===== config.mk =====
export PLATFORM = sky130hd
export DESIGN_NAME = dram_refresh_sched
export DESIGN_NICKNAME = d
export VERILOG_FILES = /design/src/rtl/refresh_pkg.sv /design/src/rtl/refresh_timer.sv /design/src/rtl/refresh_backlog.sv /design/src/rtl/refresh_strobe_fsm.sv /design/src/rtl/dram_refresh_sched.sv
export SDC_FILE = /design/constraint.sdc
export NUM_CORES = 1
export LEC_CHECK = 0
export ABC_AREA = 1
export BUFFER_PORTS_ARGS = -buffer_cell sky130_fd_sc_hd__buf_4
export CORE_UTILIZATION = 25
export CTS_BUF_LIST = sky130_fd_sc_hd__clkbuf_16
export CTS_CLUSTER_SIZE = 10
export DETAILED_ROUTE_END_ITERATION = 7
export GPL_TIMING_DRIVEN = 0
export PLACE_DENSITY = 0.36
export REMOVE_ABC_BUFFERS = 1
export SYNTH_ARGS = -nofsm -noshare
export SYNTH_HDL_FRONTEND = slang
export SYNTH_SLANG_ARGS = --single-unit
export TNS_END_PERCENT = 20

===== constraint.sdc =====
create_clock -name clk -period 3.5 [get_ports clk]
set_clock_uncertainty 0.2 [all_clocks]
set_input_delay 0.35 -clock clk [delete_from_list [all_inputs] [get_ports clk]]
set_output_delay 0.35 -clock clk [all_outputs]
set_load 0.01 [all_outputs]

===== src/rtl/refresh_pkg.sv =====
package refresh_pkg;

    typedef enum logic [1:0] {
        RF_IDLE,
        RF_SETUP,
        RF_RASLO,
        RF_PRECH
    } rf_state_e;

    // Nanoseconds to whole clock cycles, rounded up, never below one.
    function automatic int ns_to_cyc(input int ns, input int mhz);
        int c;
        c = (ns * mhz + 999) / 1000;
        return (c < 1) ? 1 : c;
    endfunction

endpackage


===== src/rtl/refresh_timer.sv =====
module refresh_timer #(
    parameter int SHORT_CYC = 1562,
    parameter int LONG_CYC  = 3125
) (
    input  logic clk,
    input  logic rst_n,
    input  logic long_i,
    output logic tick_o
);
    localparam int CW = $clog2(LONG_CYC + 1);

    typedef struct packed {
        logic [CW-1:0] cnt;
        logic          tick;
    } tmr_t;

    tmr_t st_d, st_q;

    always_comb begin
        st_d      = st_q;
        st_d.tick = 1'b0;
        if (st_q.cnt == '0) begin
            st_d.cnt  = long_i ? CW'(LONG_CYC - 1) : CW'(SHORT_CYC - 1);
            st_d.tick = 1'b1;
        end else begin
            st_d.cnt = st_q.cnt - CW'(1);
        end
    end

    always_ff @(posedge clk or negedge rst_n) begin
        if (!rst_n) begin
            st_q.cnt  <= CW'(SHORT_CYC - 1);
            st_q.tick <= 1'b0;
        end else begin
            st_q <= st_d;
        end
    end

    assign tick_o = st_q.tick;
endmodule


===== src/rtl/refresh_backlog.sv =====
module refresh_backlog #(
    parameter int MAX_PEND = 8,
    parameter int BOOT_CNT = 8
) (
    input  logic clk,
    input  logic rst_n,
    input  logic tick_i,
    input  logic start_i,
    input  logic done_i,
    output logic pending_o,
    output logic init_done_o,
    output logic overflow_o
);
    localparam int PW = $clog2(MAX_PEND + 1);
    localparam int BW = $clog2(BOOT_CNT + 1);

    typedef struct packed {
        logic          armed;
        logic [PW-1:0] pend;
        logic [BW-1:0] boot;
        logic          ovf;
    } blg_t;

    blg_t st_d, st_q;

    always_comb begin
        st_d       = st_q;
        st_d.armed = 1'b1;
        if (tick_i && !start_i) begin
            if (st_q.pend == PW'(MAX_PEND)) st_d.ovf  = 1'b1;
            else                            st_d.pend = st_q.pend + PW'(1);
        end else if (start_i && !tick_i) begin
            st_d.pend = st_q.pend - PW'(1);
        end
        if (done_i && st_q.boot != BW'(BOOT_CNT)) st_d.boot = st_q.boot + BW'(1);
    end

    always_ff @(posedge clk or negedge rst_n) begin
        if (!rst_n) begin
            st_q.armed <= 1'b0;
            st_q.pend  <= PW'(BOOT_CNT);
            st_q.boot  <= '0;
            st_q.ovf   <= 1'b0;
        end else begin
            st_q <= st_d;
        end
    end

    assign pending_o   = st_q.armed && (st_q.pend != '0);
    assign init_done_o = (st_q.boot == BW'(BOOT_CNT));
    assign overflow_o  = st_q.ovf;
endmodule


===== src/rtl/refresh_strobe_fsm.sv =====
module refresh_strobe_fsm
    import refresh_pkg::*;
#(
    parameter int ROW_BITS  = 12,
    parameter int SETUP_CYC = 1,
    parameter int RAS_CYC   = 5,
    parameter int PRE_CYC   = 4
) (
    input  logic                clk,
    input  logic                rst_n,
    input  logic                pending_i,
    input  logic                gnt_i,
    input  logic                cbr_i,
    output logic                req_o,
    output logic                start_o,
    output logic                done_o,
    output logic                ras_n_o,
    output logic [1:0]          cas_n_o,
    output logic [ROW_BITS-1:0] addr_o
);
    localparam int CW = $clog2(SETUP_CYC + RAS_CYC + PRE_CYC + 1);

    typedef struct packed {
        rf_state_e           state;
        logic [CW-1:0]       cnt;
        logic                cbr;
        logic [ROW_BITS-1:0] row;
        logic                done;
    } fsm_t;

    fsm_t st_d, st_q;

    assign req_o   = (st_q.state == RF_IDLE) && pending_i;
    assign start_o = req_o && gnt_i;

    always_comb begin
        st_d      = st_q;
        st_d.done = 1'b0;
        unique case (st_q.state)
            RF_IDLE: if (start_o) begin
                st_d.state = RF_SETUP;
                st_d.cnt   = CW'(SETUP_CYC - 1);
                st_d.cbr   = cbr_i;
            end
            RF_SETUP: begin
                if (st_q.cnt == '0) begin
                    st_d.state = RF_RASLO;
                    st_d.cnt   = CW'(RAS_CYC - 1);
                end else st_d.cnt = st_q.cnt - CW'(1);
            end
            RF_RASLO: begin
                if (st_q.cnt == '0) begin
                    st_d.state = RF_PRECH;
                    st_d.cnt   = CW'(PRE_CYC - 1);
                end else st_d.cnt = st_q.cnt - CW'(1);
            end
            RF_PRECH: begin
                if (st_q.cnt == '0) begin
                    st_d.state = RF_IDLE;
                    st_d.done  = 1'b1;
                    if (!st_q.cbr) st_d.row = st_q.row + ROW_BITS'(1);
                end else st_d.cnt = st_q.cnt - CW'(1);
            end
            default: st_d.state = RF_IDLE;
        endcase
    end

    always_ff @(posedge clk or negedge rst_n) begin
        if (!rst_n) begin
            st_q.state <= RF_IDLE;
            st_q.cnt   <= '0;
            st_q.cbr   <= 1'b1;
            st_q.row   <= '0;
            st_q.done  <= 1'b0;
        end else begin
            st_q <= st_d;
        end
    end

    logic active;
    assign active  = (st_q.state == RF_SETUP) || (st_q.state == RF_RASLO);
    assign ras_n_o = (st_q.state != RF_RASLO);
    assign cas_n_o = (active && st_q.cbr) ? 2'b00 : 2'b11;
    assign addr_o  = (active && !st_q.cbr) ? st_q.row : '0;
    assign done_o  = st_q.done;
endmodule


===== src/rtl/dram_refresh_sched.sv =====
module dram_refresh_sched
    import refresh_pkg::*;
#(
    parameter int CLK_MHZ   = 100,
    parameter int ROW_BITS  = 12,
    parameter bit SLOW_GRADE = 1'b0,
    parameter int MAX_PEND  = 8,
    parameter int BOOT_CNT  = 8
) (
    input  logic                clk,
    input  logic                rst_n,
    input  logic                cbr_mode_i,
    input  logic                long_period_i,
    input  logic                gnt_i,
    output logic                req_o,
    output logic                ras_n_o,
    output logic [1:0]          cas_n_o,
    output logic [ROW_BITS-1:0] addr_o,
    output logic                done_o,
    output logic                init_done_o,
    output logic                overflow_o
);
    localparam int SHORT_CYC = (15625 * CLK_MHZ) / 1000;
    localparam int LONG_CYC  = (31250 * CLK_MHZ) / 1000;
    localparam int SETUP_CYC = ns_to_cyc(5, CLK_MHZ);
    localparam int RAS_CYC   = ns_to_cyc(SLOW_GRADE ? 60 : 50, CLK_MHZ);
    localparam int RP_CYC    = ns_to_cyc(SLOW_GRADE ? 40 : 30, CLK_MHZ);
    localparam int RC_CYC    = ns_to_cyc(SLOW_GRADE ? 104 : 84, CLK_MHZ);
    localparam int PRE_CYC   = (RC_CYC - RAS_CYC > RP_CYC) ? RC_CYC - RAS_CYC : RP_CYC;

    logic tick, pending, start;

    refresh_timer #(
        .SHORT_CYC(SHORT_CYC),
        .LONG_CYC (LONG_CYC)
    ) u_timer (
        .clk   (clk),
        .rst_n (rst_n),
        .long_i(long_period_i),
        .tick_o(tick)
    );

    refresh_backlog #(
        .MAX_PEND(MAX_PEND),
        .BOOT_CNT(BOOT_CNT)
    ) u_backlog (
        .clk        (clk),
        .rst_n      (rst_n),
        .tick_i     (tick),
        .start_i    (start),
        .done_i     (done_o),
        .pending_o  (pending),
        .init_done_o(init_done_o),
        .overflow_o (overflow_o)
    );

    refresh_strobe_fsm #(
        .ROW_BITS (ROW_BITS),
        .SETUP_CYC(SETUP_CYC),
        .RAS_CYC  (RAS_CYC),
        .PRE_CYC  (PRE_CYC)
    ) u_fsm (
        .clk      (clk),
        .rst_n    (rst_n),
        .pending_i(pending),
        .gnt_i    (gnt_i),
        .cbr_i    (cbr_mode_i),
        .req_o    (req_o),
        .start_o  (start),
        .done_o   (done_o),
        .ras_n_o  (ras_n_o),
        .cas_n_o  (cas_n_o),
        .addr_o   (addr_o)
    );
endmodule


==> Yosys cells after proc, flatten, opt, wreduce, memory -nomap -nowiden <==
Index checks and enable logic that the tools add are counted.
{ "word_totals": {"memories": 0, "reg_bits": 43, "ram_bits": 0, "output_inout_bits": 19, "input_bits": 5, "latch_bits": 0, "romBits": 0} }
{ "op_classes": {"n_bitwise": 1, "mul": 0, "order_cmp": 0, "n_eq_ne": 13, "mux": 18, "addsub": 6, "n_div": 0, "n_reduce_logical": 23, "shift": 0} }
{ "ops": {"columns": ["operator", "count"], "rows": [
  ["12-bit two-way mux", 3],
  ["4-bit two-way mux", 6],
  ["6-bit case mux with 4 select lines", 1],
  ["12-bit by 1-bit adder with 12-bit output, second input constant", 1],
  ["12-bit logical NOT", 1],
  ["12-bit by 1-bit subtractor with 12-bit output, second input constant", 1],
  ["4-bit by 1-bit adder with 4-bit output, second input constant", 2],
  ["4-bit == test, second input constant", 2],
  ["1-bit logical AND", 8],
  ["2-bit two-way mux", 4],
  ["2-bit inequality test, second input constant", 4],
  ["2-bit AND reduction", 4],
  ["4-bit by 1-bit subtractor with 4-bit output, second input constant", 2],
  ["7-bit two-way mux", 1],
  ["2-bit by 1-bit inequality test with 1-bit output, second input constant", 3],
  ["2-bit == test, second input constant", 2],
  ["4-bit logical NOT", 1],
  ["4-bit inequality test, second input constant", 1],
  ["4-bit AND reduction", 1],
  ["4-bit nonzero test", 1],
  ["1-bit logical NOT", 3],
  ["1-bit two-way mux", 3],
  ["3-bit AND reduction", 1],
  ["2-bit by 1-bit == test with 1-bit output, second input constant", 1],
  ["other kinds (4)", 4]
]} }

==> Logic depth before layout (Yosys ltp) <==
{ "logic_depth": {"depth_word": 8, "ltp_mapped": 15, "mapped_depth_nobuf": 15} }

==> Hierarchy <==
A second synthesis with hierarchy kept.
{ "unflattened": {"hier_cells": 360, "hier_area_um2": 2680.1} }
{ "by_module_without_submodules": {"columns": ["mod", "cells_each", "area_per_inst_um2", "seq_area_each_um2", "instances"], "rows": [
  ["refresh_strobe_fsm", 191, 1295.0, 501.7, 1],
  ["refresh_timer", 96, 755.7, 331.6, 1],
  ["refresh_backlog", 73, 629.4, 251.5, 1]
]} }

==> Worst setup path before layout <==
Ideal clock, no wire load.
{ "synth_path": {"kind": "register to register", "startpoint": "register u_fsm.st_q[18] in the netlist's numbering", "endpoint": "register u_backlog.st_q[8] in the netlist's numbering", "arrival_time_ps": 1920, "t_required_ps": 3224, "setup_time_ps": 76, "stages_incl_launch_ff": 16, "path_buffers": 0, "path_slack_ps": 1304, "period_less_slack_ps": 2196, "cell_sequence": "dfrtp_1 -> inv_1 -> ha_1 -> nand2_1 -> clkinv_2 -> nand3_4 -> nand2_1 -> ha_1 -> nand2_1 -> nand2_1 -> a21oi_1 -> inv_1 -> nand2_1 -> nand3_1 -> nand2_1 -> nand2_1"} }
{ "synth_between": {"elab_chain_cells": 7} }
{ "synth_lines": {"columns": ["item", "line", "rtl"], "rows": [
  ["start: declaration", "refresh_strobe_fsm.sv:31", "fsm_t st_d, st_q;"],
  ["start signal: assignment", "refresh_strobe_fsm.sv:76", "st_q <= st_d;"],
  ["2-bit logical NOT *", "refresh_strobe_fsm.sv:33", "assign req_o = (st_q.state == RF_IDLE) && pending_i;"],
  ["1-bit logical AND *", "refresh_strobe_fsm.sv:33", null],
  ["1-bit logical AND *", "refresh_strobe_fsm.sv:34", "assign start_o = req_o && gnt_i;"],
  ["1-bit logical NOT", "refresh_backlog.sv:29", "if (tick_i && !start_i) begin"],
  ["1-bit logical AND", "refresh_backlog.sv:29", null],
  ["2-bit inequality test (no line) or 2-bit nonzero test (tied branches)", null, null],
  ["2-bit AND reduction (no line)", null, null],
  ["end signal: assignment", "refresh_backlog.sv:45", "st_q <= st_d;"],
  ["end: declaration", "refresh_backlog.sv:24", "blg_t st_d, st_q;"]
]} }
Every way passes the cells marked *; elsewhere a longest branch is shown, timed or not.
A chain may end at the register's enable or synchronous reset.

==> Final worst setup path <==
Ends and elaborated chain as after synthesis.

==> results.cfg <==
[clock_network]
clock-sinks = 43
post_cts_resize_count = 0
cts-root-buf = sky130_fd_sc_hd__clkbuf_16
post_cts.repair.setup_buffers = 0
h-tree-depth = 2
postCtsHoldBufs = 1
clk_latency_ns = 0.28
cts.reportedPaths.clkPinSlew_ns = 0.06
cts_buffer_count = 5
clock_tree.buffer_depth = 2
tritoncts = built

[grt]
maximum_number_of_pins_on_one_net_before_global_route_repair = 44
first_global_vias = 1841
antenna_found_initial = 0
globalRouteTotalUtil_pct = 11.37
grt_first_pass_wirelength_um = 8852
grt_remaining_overflow = 0

[floorplan]
number_of_rows_in_the_core_area = 35
floorplan.initialDensity_pct = 26.34
design.die.area_mm2 = 0.01032
core_area_mm2 = 0.009415
die_width_um = 101.6
num_io_pins = 24
die_h_um = 101.6

[routing]
vias_per_cell = 4.083
drt-wirelength-per-cell_um = 11.04
firstDrtPassIters = 4
dr.first_iter.drc_count = 77
detail_route.drc_violations = 0
antenna_violating_nets_post_route = 0
dr_total_vias = 1915
route.final.wire_length_um = 5177

[pwr]
irDropWorstVdd_uv = 207.1
switching_share_pct = 38.76
cellLeakagePower_uw = 0.001441
switchingPower_uw = 728.5
cellPowerDensity_mw_per_mm2 = 637.3
share_clk_of_total_power_pct = 23.5
pwr-share-comb_pct = 39.4
internal-power_uw = 1151
seqPwrFrac_pct = 37.1

[placed_design]
place_congestion = 0.7713
place.detailed.instances = 460
hpwlAfterDp_um = 3753
placedInstanceArea_mm2 = 0.002803
place.port_buffers = 23

[sta]
fmax_mhz = 406.6
max_slew_margin_pct = 61.30
grt_setup_unrepaired = false
setup_viol = 0
report.final.hold_viol_count = 0
totalNegativeSetupSlack_ns = 0
final_min_period_over_clock_period_pct = 70.26
slew_viol_final = 0
final_period_minus_worst_setup_slack_ns = 2.459
max_slew.worst_pin.slew_ns = 0.5806

[final_layout]
final_design_area_no_fill_mm2 = 0.002949
proportion_of_layout_cells_with_a_drive_suffix_above_1_pct = 13.24
layout.filler_cells = 1015
fin_nets = 357
layout_utilization_pct = 31.32
instances_no_fill = 469
diode_insertion_count_for_antenna_repair = 0
area_growth_pct = 18.92

[yosys]
synthAdderAreaFrac_pct = 6.862
synth.top_cells.by_area = sky130_fd_sc_hd__dfrtp_1 36%, sky130_fd_sc_hd__nand2_1 11%, sky130_fd_sc_hd__dfstp_2 7.4%
synth.top_cell.area_share_pct = 36.33
synth_compound_gate_area_share_pct = 5.197
synth_top_family_by_area = simple AND/OR/NAND/NOR gates
synthMostInstantiatedCell = sky130_fd_sc_hd__nand2_1
synthesis.yosys.warnings = 0
synth_cells = 310
cell_area_after_technology_mapping_mm2 = 0.002480
post_synth_xor_area_fraction_pct = 7.064
synth.avg_cell_area_um2 = 8.000
sequential_share_of_the_synthesized_area_pct = 43.74
synth.largest_area_cell = sky130_fd_sc_hd__dfrtp_1
synth-edff-count = 0
synthSimpleGateAreaFrac_pct = 28.91
multiplexer_share_of_the_synthesized_area_pct = 0
asyncSetResetFlopFracSynth_pct = 100.0
synth.ff_latch_count = 43
synth_ff_type = sky130_fd_sc_hd__dfrtp_1
post_synth_most_frequent_cells = 74 x sky130_fd_sc_hd__nand2_1, 49 x sky130_fd_sc_hd__inv_1, 36 x sky130_fd_sc_hd__dfrtp_1, 35 x sky130_fd_sc_hd__nor2_1, 21 x sky130_fd_sc_hd__nand3_1
yosys.cell_types.count = 33

[setup_path]
setup.worst_path.class = flop to flop
crit_path_max_fanout = 8
r2r_setup_slack_ns = 1.04
start_kind = flop
critical_path_required_ns = 3.51
crit_path_end_kind = flop
critical_path_data_arrival_time_ns = 2.47

[hold_path]
worst_hold_path_type = input pin to flop

[status]
outcome = completed

[flow_run]
maxCapViolations = 0
## layout by cell type, fill, tap and decap left out, types with 5 or more instances in the layout
cell	netlist	final
sky130_fd_sc_hd__a21oi_1	9	9
sky130_fd_sc_hd__buf_4	1	23
sky130_fd_sc_hd__clkbuf_16	0	5
sky130_fd_sc_hd__dfrtp_1	36	36
sky130_fd_sc_hd__dfstp_2	7	7
sky130_fd_sc_hd__ha_1	12	12
sky130_fd_sc_hd__inv_1	49	52
sky130_fd_sc_hd__nand2_1	74	74
sky130_fd_sc_hd__nand3_1	21	21
sky130_fd_sc_hd__nand4_1	6	6
sky130_fd_sc_hd__nor2_1	35	35
sky130_fd_sc_hd__nor3_1	9	9
sky130_fd_sc_hd__o21ai_0	10	10
sky130_fd_sc_hd__xor2_1	16	16
## cells by family after synthesis
group           after synthesis
compound gates               24
xor+xnor                     20
fa+ha+maj                    13
buf+inv                      52
flops                        43
other cells                   1
simple gates                157
## metal layers
| layer | part of all wire, % | vias to the layer above | GRT usage (%) |
|---|---|---|---|
| met5 | 0 | - | 0 |
| met4 | 1.6 | 0 | 4.682 |
| met3 | 3.1 | 6 | 2.277 |
| met2 | 42 | 30 | 16.68 |
| met1 | 54 | 855 | 16.21 |
| li1 | - | 1024 | - |
## final cells by class
| type | count | area [µm²] | area share (%) |
|---|---|---|---|
| Sequential cell | 43 | 1085 | 36.78 |
| Multi-Input combinational cell | 215 | 1195 | 40.52 |
| Timing Repair Buffer | 24 | 182.7 | 6.194 |
| Clock inverter | 3 | 11.26 | 0.3818 |
| Clock buffer | 5 | 125.1 | 4.243 |
| Tap cell | 129 | 161.4 | 5.473 |
| Inverter | 50 | 188.9 | 6.406 |
## metrics by stage
step           hold WS (ns)  total power (µW)  setup slack [ns]
3_3_place_gp         0.2138              1469            0.9752
3_5_place_dp         0.2032              1460            0.9837
5_1_grt              0.1475              2070            0.7833
4_1_cts              0.1260              1922            0.9729
2_1_floorplan       -0.1456              1243             1.304
6_report             0.1224              1880             1.041
## path summary, 6_finish.rpt
check | startpoint | endpoint | cells after the start
max in group asynchronous | rst_n | u_backlog.st_q[3]$_DFFE_PN0P_ | 2
min in group asynchronous | rst_n | u_timer.st_q[3]$_DFF_PN0_ | 2
setup reg to reg | u_fsm.st_q[18]$_DFFE_PN0P_ | u_backlog.st_q[8]$_DFFE_PN1P_ | 15
setup / recovery | u_fsm.st_q[18]$_DFFE_PN0P_ | u_backlog.st_q[8]$_DFFE_PN1P_ | 15
hold / removal | cbr_mode_i | u_fsm.st_q[13]$_DFFE_PN1P_ | 3
hold reg to reg | u_backlog.st_q[4]$_DFFE_PN0P_ | u_backlog.st_q[4]$_DFFE_PN0P_ | 1
## state kept, by name (all words and copies together) (netlist names)
name	flops
u_backlog.overflow_o	1
u_backlog.st_q	9
u_fsm.done_o	1
u_fsm.st_q	19
u_timer.st_q	12
u_timer.tick_o	1
## critical path, cell delays in order (launching register included)
cell,delay [ns]
sky130_fd_sc_hd__dfrtp_1,0.39
sky130_fd_sc_hd__inv_1,0.11
sky130_fd_sc_hd__ha_1,0.25
sky130_fd_sc_hd__nand2_1,0.11
sky130_fd_sc_hd__clkinv_2,0.08
sky130_fd_sc_hd__nand3_4,0.12
sky130_fd_sc_hd__nand2_1,0.20
sky130_fd_sc_hd__ha_1,0.30
sky130_fd_sc_hd__nand2_1,0.08
sky130_fd_sc_hd__nand2_1,0.04
sky130_fd_sc_hd__a21oi_1,0.17
sky130_fd_sc_hd__inv_1,0.06
sky130_fd_sc_hd__nand2_1,0.08
sky130_fd_sc_hd__nand3_1,0.08
sky130_fd_sc_hd__nand2_1,0.07
sky130_fd_sc_hd__nand2_1,0.05
## power by group through the flow
stage | combinational [µW] | sequential [µW] | clock, µW
finish | 741 | 697 | 442
global route | 872 | 714 | 484
CTS | 758 | 699 | 465
detailed placement | 754 | 707 | 0
global placement | 759 | 709 | 0
floorplan | 555 | 688 | 0
Note: power is estimated with default switching activity, not from simulation.
